**src/rtl/rmw_pkg.sv**
```systemverilog
package rmw_pkg;

   typedef enum logic [3:0] {
      OP_ADD  = 4'd0,
      OP_SWAP = 4'd1,
      OP_CAS  = 4'd2,
      OP_AND  = 4'd3,
      OP_OR   = 4'd4,
      OP_XOR  = 4'd5,
      OP_SMIN = 4'd6,
      OP_UMIN = 4'd7,
      OP_SMAX = 4'd8,
      OP_UMAX = 4'd9
   } rmw_op_e;

   typedef enum logic [2:0] {
      ST_IDLE,
      ST_RD_REQ,
      ST_RD_WAIT,
      ST_CALC,
      ST_WR_REQ,
      ST_WR_WAIT,
      ST_RESP
   } rmw_state_e;

   localparam int NARROW_W = 32;

   function automatic logic kind_is_atomic(input logic [1:0] kind);
      return kind[1];
   endfunction

   function automatic logic kind_is_write(input logic [1:0] kind);
      return !kind[1] && kind[0];
   endfunction

endpackage

```
**src/rtl/rmw_size_mask.sv**
```systemverilog
module rmw_size_mask #(
   parameter int DATA_W = 64
) (
   input  logic              wide,
   input  logic [DATA_W-1:0] in_v,
   output logic [DATA_W-1:0] out_v
);
   localparam int NW = rmw_pkg::NARROW_W;

   generate
      if (DATA_W > NW) begin : g_split
         assign out_v = wide ? in_v : {{(DATA_W-NW){1'b0}}, in_v[NW-1:0]};
      end else begin : g_flat
         logic unused_wide;
         assign unused_wide = wide;
         assign out_v = in_v;
      end
   endgenerate
endmodule

```
**src/rtl/rmw_alu_lane.sv**
```systemverilog
module rmw_alu_lane #(
   parameter int W = 32
) (
   input  logic [3:0]   op,
   input  logic [W-1:0] old_v,
   input  logic [W-1:0] a_v,
   input  logic [W-1:0] b_v,
   output logic [W-1:0] new_v
);
   import rmw_pkg::*;

   logic s_lt;
   logic u_lt;

   assign s_lt = $signed(a_v) < $signed(old_v);
   assign u_lt = a_v < old_v;

   always_comb begin
      new_v = old_v;
      case (op)
         OP_ADD:  new_v = old_v + a_v;
         OP_SWAP: new_v = a_v;
         OP_CAS:  new_v = (old_v == b_v) ? a_v : old_v;
         OP_AND:  new_v = old_v & a_v;
         OP_OR:   new_v = old_v | a_v;
         OP_XOR:  new_v = old_v ^ a_v;
         OP_SMIN: new_v = s_lt ? a_v : old_v;
         OP_UMIN: new_v = u_lt ? a_v : old_v;
         OP_SMAX: new_v = s_lt ? old_v : a_v;
         OP_UMAX: new_v = u_lt ? old_v : a_v;
         default: new_v = old_v;
      endcase
   end
endmodule

```
**src/rtl/rmw_alu.sv**
```systemverilog
module rmw_alu #(
   parameter int DATA_W = 64
) (
   input  logic [3:0]        op,
   input  logic              wide,
   input  logic [DATA_W-1:0] old_v,
   input  logic [DATA_W-1:0] a_v,
   input  logic [DATA_W-1:0] b_v,
   output logic [DATA_W-1:0] res_v
);
   localparam int NW = rmw_pkg::NARROW_W;

   logic [NW-1:0] res_n;

   rmw_alu_lane #(.W(NW)) u_lane_n (
      .op    (op),
      .old_v (old_v[NW-1:0]),
      .a_v   (a_v[NW-1:0]),
      .b_v   (b_v[NW-1:0]),
      .new_v (res_n)
   );

   generate
      if (DATA_W > NW) begin : g_wide
         logic [DATA_W-1:0] res_w;
         rmw_alu_lane #(.W(DATA_W)) u_lane_w (
            .op    (op),
            .old_v (old_v),
            .a_v   (a_v),
            .b_v   (b_v),
            .new_v (res_w)
         );
         assign res_v = wide ? res_w : {{(DATA_W-NW){1'b0}}, res_n};
      end else begin : g_narrow
         logic unused_wide;
         assign unused_wide = wide;
         assign res_v = res_n;
      end
   endgenerate
endmodule

```
**src/rtl/rmw_seq.sv**
```systemverilog
module rmw_seq #(
   parameter int ADDR_W = 32,
   parameter int DATA_W = 64
) (
   input  logic              clk,
   input  logic              rst_n,
   input  logic              req_valid,
   output logic              req_ready,
   input  logic [1:0]        req_kind,
   input  logic              req_wide,
   input  logic [3:0]        req_op,
   input  logic [ADDR_W-1:0] req_addr,
   input  logic [DATA_W-1:0] req_opa,
   input  logic [DATA_W-1:0] req_opb,
   output logic              rsp_valid,
   input  logic              rsp_ready,
   output logic [DATA_W-1:0] rsp_data,
   output logic              mem_req_valid,
   input  logic              mem_req_ready,
   output logic              mem_req_we,
   output logic              mem_req_wide,
   output logic [ADDR_W-1:0] mem_req_addr,
   output logic [DATA_W-1:0] mem_req_wdata,
   input  logic              mem_rsp_valid,
   input  logic [DATA_W-1:0] mem_rsp_data,
   output logic [3:0]        alu_op,
   output logic              alu_wide,
   output logic [DATA_W-1:0] alu_old,
   output logic [DATA_W-1:0] alu_a,
   output logic [DATA_W-1:0] alu_b,
   input  logic [DATA_W-1:0] alu_res
);
   import rmw_pkg::*;

   localparam int NW = NARROW_W;

   rmw_state_e        state;
   logic [ADDR_W-1:0] addr_q;
   logic              wide_q;
   logic              atom_q;
   logic [3:0]        op_q;
   logic [DATA_W-1:0] opa_q;
   logic [DATA_W-1:0] opb_q;
   logic [DATA_W-1:0] old_q;
   logic [DATA_W-1:0] wdata_q;
   logic [DATA_W-1:0] rsp_q;

   logic              wide_in;
   logic [DATA_W-1:0] opa_m;
   logic [DATA_W-1:0] opb_m;
   logic [DATA_W-1:0] rd_m;

   assign wide_in = (DATA_W > NW) ? req_wide : 1'b0;

   rmw_size_mask #(.DATA_W(DATA_W)) u_mask_a (
      .wide (wide_in), .in_v (req_opa), .out_v (opa_m)
   );
   rmw_size_mask #(.DATA_W(DATA_W)) u_mask_b (
      .wide (wide_in), .in_v (req_opb), .out_v (opb_m)
   );
   rmw_size_mask #(.DATA_W(DATA_W)) u_mask_rd (
      .wide (wide_q), .in_v (mem_rsp_data), .out_v (rd_m)
   );

   always_ff @(posedge clk or negedge rst_n) begin
      if (!rst_n) begin
         state   <= ST_IDLE;
         addr_q  <= '0;
         wide_q  <= 1'b0;
         atom_q  <= 1'b0;
         op_q    <= '0;
         opa_q   <= '0;
         opb_q   <= '0;
         old_q   <= '0;
         wdata_q <= '0;
         rsp_q   <= '0;
      end else begin
         case (state)
            ST_IDLE: begin
               if (req_valid) begin
                  addr_q  <= req_addr;
                  wide_q  <= wide_in;
                  atom_q  <= kind_is_atomic(req_kind);
                  op_q    <= req_op;
                  opa_q   <= opa_m;
                  opb_q   <= opb_m;
                  wdata_q <= opa_m;
                  state   <= kind_is_write(req_kind) ? ST_WR_REQ : ST_RD_REQ;
               end
            end
            ST_RD_REQ: begin
               if (mem_req_ready) state <= ST_RD_WAIT;
            end
            ST_RD_WAIT: begin
               if (mem_rsp_valid) begin
                  old_q <= rd_m;
                  rsp_q <= rd_m;
                  state <= atom_q ? ST_CALC : ST_RESP;
               end
            end
            ST_CALC: begin
               wdata_q <= alu_res;
               state   <= ST_WR_REQ;
            end
            ST_WR_REQ: begin
               if (mem_req_ready) state <= ST_WR_WAIT;
            end
            ST_WR_WAIT: begin
               if (mem_rsp_valid) begin
                  if (!atom_q) rsp_q <= '0;
                  state <= ST_RESP;
               end
            end
            ST_RESP: begin
               if (rsp_ready) state <= ST_IDLE;
            end
            default: state <= ST_IDLE;
         endcase
      end
   end

   assign req_ready     = (state == ST_IDLE);
   assign rsp_valid     = (state == ST_RESP);
   assign rsp_data      = rsp_q;
   assign mem_req_valid = (state == ST_RD_REQ) || (state == ST_WR_REQ);
   assign mem_req_we    = (state == ST_WR_REQ);
   assign mem_req_wide  = wide_q;
   assign mem_req_addr  = addr_q;
   assign mem_req_wdata = wdata_q;

   assign alu_op   = op_q;
   assign alu_wide = wide_q;
   assign alu_old  = old_q;
   assign alu_a    = opa_q;
   assign alu_b    = opb_q;

   // no second acceptance right after one
   p_single_inflight_r2: assert property (@(posedge clk) disable iff (!rst_n)
      (req_valid && req_ready) |=> !req_ready);

   // requester never sees ready while a response waits
   p_no_accept_during_rsp_r2: assert property (@(posedge clk) disable iff (!rst_n)
      rsp_valid |-> !req_ready);

   // memory access held until taken
   p_mem_hold_r11: assert property (@(posedge clk) disable iff (!rst_n)
      (mem_req_valid && !mem_req_ready) |=> (mem_req_valid && $stable(mem_req_addr)
         && $stable(mem_req_we) && $stable(mem_req_wdata)));

   // response held until taken
   p_rsp_hold_r11: assert property (@(posedge clk) disable iff (!rst_n)
      (rsp_valid && !rsp_ready) |=> (rsp_valid && $stable(rsp_data)));

   // a response only follows a memory completion
   p_rsp_after_ack_r5: assert property (@(posedge clk) disable iff (!rst_n)
      $rose(rsp_valid) |-> $past(mem_rsp_valid));

   generate
      if (DATA_W > NW) begin : g_rsp_chk
         // narrow responses carry nothing in the upper half
         p_narrow_rsp_r9: assert property (@(posedge clk) disable iff (!rst_n)
            (rsp_valid && !mem_req_wide) |-> (rsp_data[DATA_W-1:NW] == '0));
      end
   endgenerate
endmodule

```
**src/rtl/hostmem_rmw_engine.sv**
```systemverilog
module hostmem_rmw_engine #(
   parameter int ADDR_W = 32,
   parameter int DATA_W = 64
) (
   input  logic              clk,
   input  logic              rst_n,
   input  logic              req_valid,
   output logic              req_ready,
   input  logic [1:0]        req_kind,
   input  logic              req_wide,
   input  logic [3:0]        req_op,
   input  logic [ADDR_W-1:0] req_addr,
   input  logic [DATA_W-1:0] req_opa,
   input  logic [DATA_W-1:0] req_opb,
   output logic              rsp_valid,
   input  logic              rsp_ready,
   output logic [DATA_W-1:0] rsp_data,
   output logic              mem_req_valid,
   input  logic              mem_req_ready,
   output logic              mem_req_we,
   output logic              mem_req_wide,
   output logic [ADDR_W-1:0] mem_req_addr,
   output logic [DATA_W-1:0] mem_req_wdata,
   input  logic              mem_rsp_valid,
   input  logic [DATA_W-1:0] mem_rsp_data
);
   localparam int NW = rmw_pkg::NARROW_W;

   generate
      if (DATA_W != 32 && DATA_W != 64) begin : g_bad_data_w
         $error("hostmem_rmw_engine: DATA_W must be 32 or 64");
      end
      if (ADDR_W < 4) begin : g_bad_addr_w
         $error("hostmem_rmw_engine: ADDR_W must be at least 4");
      end
   endgenerate

   logic [3:0]        alu_op;
   logic              alu_wide;
   logic [DATA_W-1:0] alu_old;
   logic [DATA_W-1:0] alu_a;
   logic [DATA_W-1:0] alu_b;
   logic [DATA_W-1:0] alu_res;

   rmw_seq #(.ADDR_W(ADDR_W), .DATA_W(DATA_W)) u_seq (
      .clk           (clk),
      .rst_n         (rst_n),
      .req_valid     (req_valid),
      .req_ready     (req_ready),
      .req_kind      (req_kind),
      .req_wide      (req_wide),
      .req_op        (req_op),
      .req_addr      (req_addr),
      .req_opa       (req_opa),
      .req_opb       (req_opb),
      .rsp_valid     (rsp_valid),
      .rsp_ready     (rsp_ready),
      .rsp_data      (rsp_data),
      .mem_req_valid (mem_req_valid),
      .mem_req_ready (mem_req_ready),
      .mem_req_we    (mem_req_we),
      .mem_req_wide  (mem_req_wide),
      .mem_req_addr  (mem_req_addr),
      .mem_req_wdata (mem_req_wdata),
      .mem_rsp_valid (mem_rsp_valid),
      .mem_rsp_data  (mem_rsp_data),
      .alu_op        (alu_op),
      .alu_wide      (alu_wide),
      .alu_old       (alu_old),
      .alu_a         (alu_a),
      .alu_b         (alu_b),
      .alu_res       (alu_res)
   );

   rmw_alu #(.DATA_W(DATA_W)) u_alu (
      .op    (alu_op),
      .wide  (alu_wide),
      .old_v (alu_old),
      .a_v   (alu_a),
      .b_v   (alu_b),
      .res_v (alu_res)
   );

   generate
      if (DATA_W > NW) begin : g_port_chk
         // narrow memory writes leave the upper lane at zero
         p_narrow_wdata_r9: assert property (@(posedge clk) disable iff (!rst_n)
            (mem_req_valid && mem_req_we && !mem_req_wide)
               |-> (mem_req_wdata[DATA_W-1:NW] == '0));
      end
   endgenerate
endmodule

```
**config.mk**
```make
export PLATFORM = sky130hd
export DESIGN_NAME = hostmem_rmw_engine
export DESIGN_NICKNAME = d
export VERILOG_FILES = /design/src/rtl/rmw_pkg.sv /design/src/rtl/rmw_size_mask.sv /design/src/rtl/rmw_alu_lane.sv /design/src/rtl/rmw_alu.sv /design/src/rtl/rmw_seq.sv /design/src/rtl/hostmem_rmw_engine.sv
export SDC_FILE = /design/constraint.sdc
export NUM_CORES = 1
export LEC_CHECK = 0
export ABC_AREA = 0
export BUFFER_PORTS_ARGS = -buffer_cell sky130_fd_sc_hd__buf_2
export CORE_MARGIN = 1.5
export CORE_UTILIZATION = 49
export DETAILED_ROUTE_END_ITERATION = 8
export PLACE_DENSITY_LB_ADDON = 0.05
export SKIP_LAST_GASP = 1
export SLEW_MARGIN = 10
export SYNTH_ARGS = -nofsm -noshare
export SYNTH_HDL_FRONTEND = slang
export SYNTH_HIERARCHICAL = 1
export SYNTH_SLANG_ARGS = --single-unit
```
**constraint.sdc**
```tcl
create_clock -name clk -period 10.22 [get_ports clk]
set_input_delay 1.022 -clock clk [delete_from_list [all_inputs] [get_ports clk]]
set_output_delay 1.022 -clock clk [all_outputs]
set_load 0.005 [all_outputs]
```
==> impl_metrics.toml <==
[logic_synthesis]
synth_edf_count = 0
syn_avg_cell_area_sq_um = 8.939
ys_top_cells_by_count = "dfrtp_1, nand2_1, ha_1"
synth_top_cell_by_area = "dfrtp_1"
ys.flop_type = "dfrtp_1"
async_flop_share_pct = 100.0
syn_area_sq_um = 30940
ys_ff_latch = 361
syn-num-nets = 3988
yosysWarnings = 6
synthesis.instances = 3461
synth_most_common_cell = "dfrtp_1"
synth_top_area_share_pct = 29.20
synthDistinctLibCells = 97
synthTopCellsByArea = "dfrtp_1, ha_1, mux2_2"
ys_seq_area_share_pct = 29.20

[power_and_ir_drop]
ir_drop_uv = 212.4
p_per_area_nw_per_um2 = 392.8
p_leak_nw = 16.29

[timing]
period_needed_ns = 5.596
holdWs_ns = 0.3944
hold_viol = 0
slew_headroom_pct = 15.47
setup_tns_ns = 0
rsz0062_at_grt = "no"
finClkSkew_ns = 0.02601
max_slew.worst_pin.slew_ns = 1.255
fin_crit_sh_pct = 54.76
drv_slew = 0
setup_viol_count_final = 0
fmax_ghz = 0.1787

[cells_and_area]
fin_area_sq_um = 34140
fillers = 5785
fin_nets = 4156
area_growth_pct = 10.35
drive_above_1_share_pct = 23.55
fin_util_pct = 55.02

[clock_tree]
clkTransAtPathRegs_ns = 0.06
post_cts_buffers = 0
cts_buffers = 45
h-tree-depth = 2
clock-sinks = 361
hold_buffers = 0
root_buffer = "clkbuf_16"
cts_resized = 0
clock_path_buffers = 3
clk_latency_ns = 0.61
cts_tree = "built"

[grt]
grt_pass1_wl_um = 172900
grtUsageTotal_pct = 35.06
grt_overflow = 0
antenna_found_initial = 16
grt_pass1_vias = 27790
grt_max_degree = 173

[drt]
drcViolationCount = 0
vias = 28310
drtIter0Drc = 3180
postRouteAntennaNets = 0
first_pass_iters = 5
wl_um = 115500
routedWlPerCell_um = 25.64
routed_via_density = 6.283
top_layer_used = "met5"
dr_wl_met3_um = 10120
drt-met1-wl_um = 50210
wl_met2_um = 51250

[floorplan]
die_w_um = 254.3
die_h_um = 254.3
core_area_sq_um = 62050
initial_core_util_pct = 49.86
num_rows = 91
io_pins = 402
dieArea_sq_um = 64660

[setup_path]
r2r_cells = 16
slowest_stage = "or4_4"
worst_path_largest_cell_delay_ns = 0.91
path_buf_inv = 1
crit_top_cell = "nand2_1"
criticalPathCategory = "reg -> reg"
cp-end-kind = "register"
critPathMaxFanout = 58
start_kind = "register"
r2r-end = "u_seq/mem_req_wdata[31]$_DFFE_PN0P_"
worstPathRequired_ns = 10.71
timing.rr.start = "u_seq/alu_old[15]$_DFFE_PN0P_"
crit_chain = "inv_1, ha_1, nor2_1, o21ai_1, nand2_1, or4_1, o2111a_2, or3_1, and3_1, or4_4, a221o_1, a2111oi_0, a21oi_1, mux2_4, a22oi_1, nand2_1"
path_depth = 16
cp-startpoint = "u_seq/alu_old[15]$_DFFE_PN0P_"
r2r_slack_ns = 4.62
arrival_ns = 6.08
path_delay_family = "simple AND/OR/NAND/NOR gates"

[place]
placed_cell_area_sq_um = 32620
gp_congestion = 0.9815
place_hpwl_um = 84400
portBuffers = 401

[worst_hold_path]
hold_path_class = "in -> async"

[run_status]
run_status = "finished, final reports clean"

[job]
cap_violations = 0
## worst max-delay path by stage
stage                                               end  slack (ns)
finish              u_seq/mem_req_wdata[31]$_DFFE_PN0P_        4.62
global route        u_seq/mem_req_wdata[31]$_DFFE_PN0P_        4.42
CTS                 u_seq/mem_req_wdata[31]$_DFFE_PN0P_        4.73
detailed placement  u_seq/mem_req_wdata[31]$_DFFE_PN0P_        4.74
global placement    u_seq/mem_req_wdata[31]$_DFFE_PN0P_        4.79
floorplan           u_seq/mem_req_wdata[26]$_DFFE_PN0P_        5.87
## final cells by class
type	count	area, sq um	share of cell area (%)
antenna	7	17.52	0.05131
clock buffer	67	1319	3.863
clock inverter	12	190.2	0.5570
inverter	248	930.9	2.727
multi-input combinational	2531	19250	56.38
sequential	361	9037	26.47
tap	837	1047	3.067
timing repair buffer	442	2350	6.882
## where the power goes
group / leakage [nW] / switching, mW / total [mW] / internal, mW
logic: 11.0 / 5.32 / 8.75 / 3.43
clock network: 0.724 / 0.674 / 1.65 / 0.971
registers: 4.58 / 0.995 / 3.02 / 2.02
## metal layers
metal | global-route usage (%) | up-vias
li1 | - | 12660
met5 | 0 | -
met1 | 48.99 | 13950
met3 | 6.583 | 260
met2 | 54.29 | 1417
met4 | 11.80 | 18
## cells in the final DEF, fill, tap and decap left out, drive strengths merged, types with 34 or more instances in the layout
| master | count |
|---|---|
| xor2 | 76 |
| clkbuf | 67 |
| nor4 | 34 |
| a221oi | 81 |
| nor2 | 139 |
| mux2 | 265 |
| xnor2 | 59 |
| inv | 248 |
| nand2 | 291 |
| a21o | 54 |
| a22oi | 88 |
| and2 | 138 |
| o21ai | 188 |
| nand4 | 34 |
| a21oi | 258 |
| ha | 288 |
| o211ai | 45 |
| nor3 | 47 |
| a22o | 68 |
| buf | 442 |
| dfrtp | 361 |
## through the flow
stage                     std cells  worst slack, ns  total power, mW
after floorplan                3461            5.874            8.725
after global placement         4419            4.794            11.34
after detailed placement       4419            4.738            11.49
after CTS                      4498            4.730            13.21
after global routing           4501            4.420            14.27
final                          4505            4.624            13.41
## cells by family after synthesis
family,synth area share (%)
AOI/OAI and AO/OA,22.19
xor gates and xnor gates,3.822
adders and majority gates,11.78
buffers and inverters,8.885
DFF,29.20
muxes,10.24
and+or+nand+nor,13.88
## registers in the layout, indices dropped and copies added (netlist names)
signal               cells
u_seq/alu_b             64
u_seq/mem_req_addr      32
u_seq/atom_q             1
u_seq/rsp_data          64
u_seq/alu_wide           1
u_seq/alu_op             4
u_seq/state              3
u_seq/alu_old           64
u_seq/mem_req_wdata     64
u_seq/alu_a             64
(Power assumes the default switching activity.)
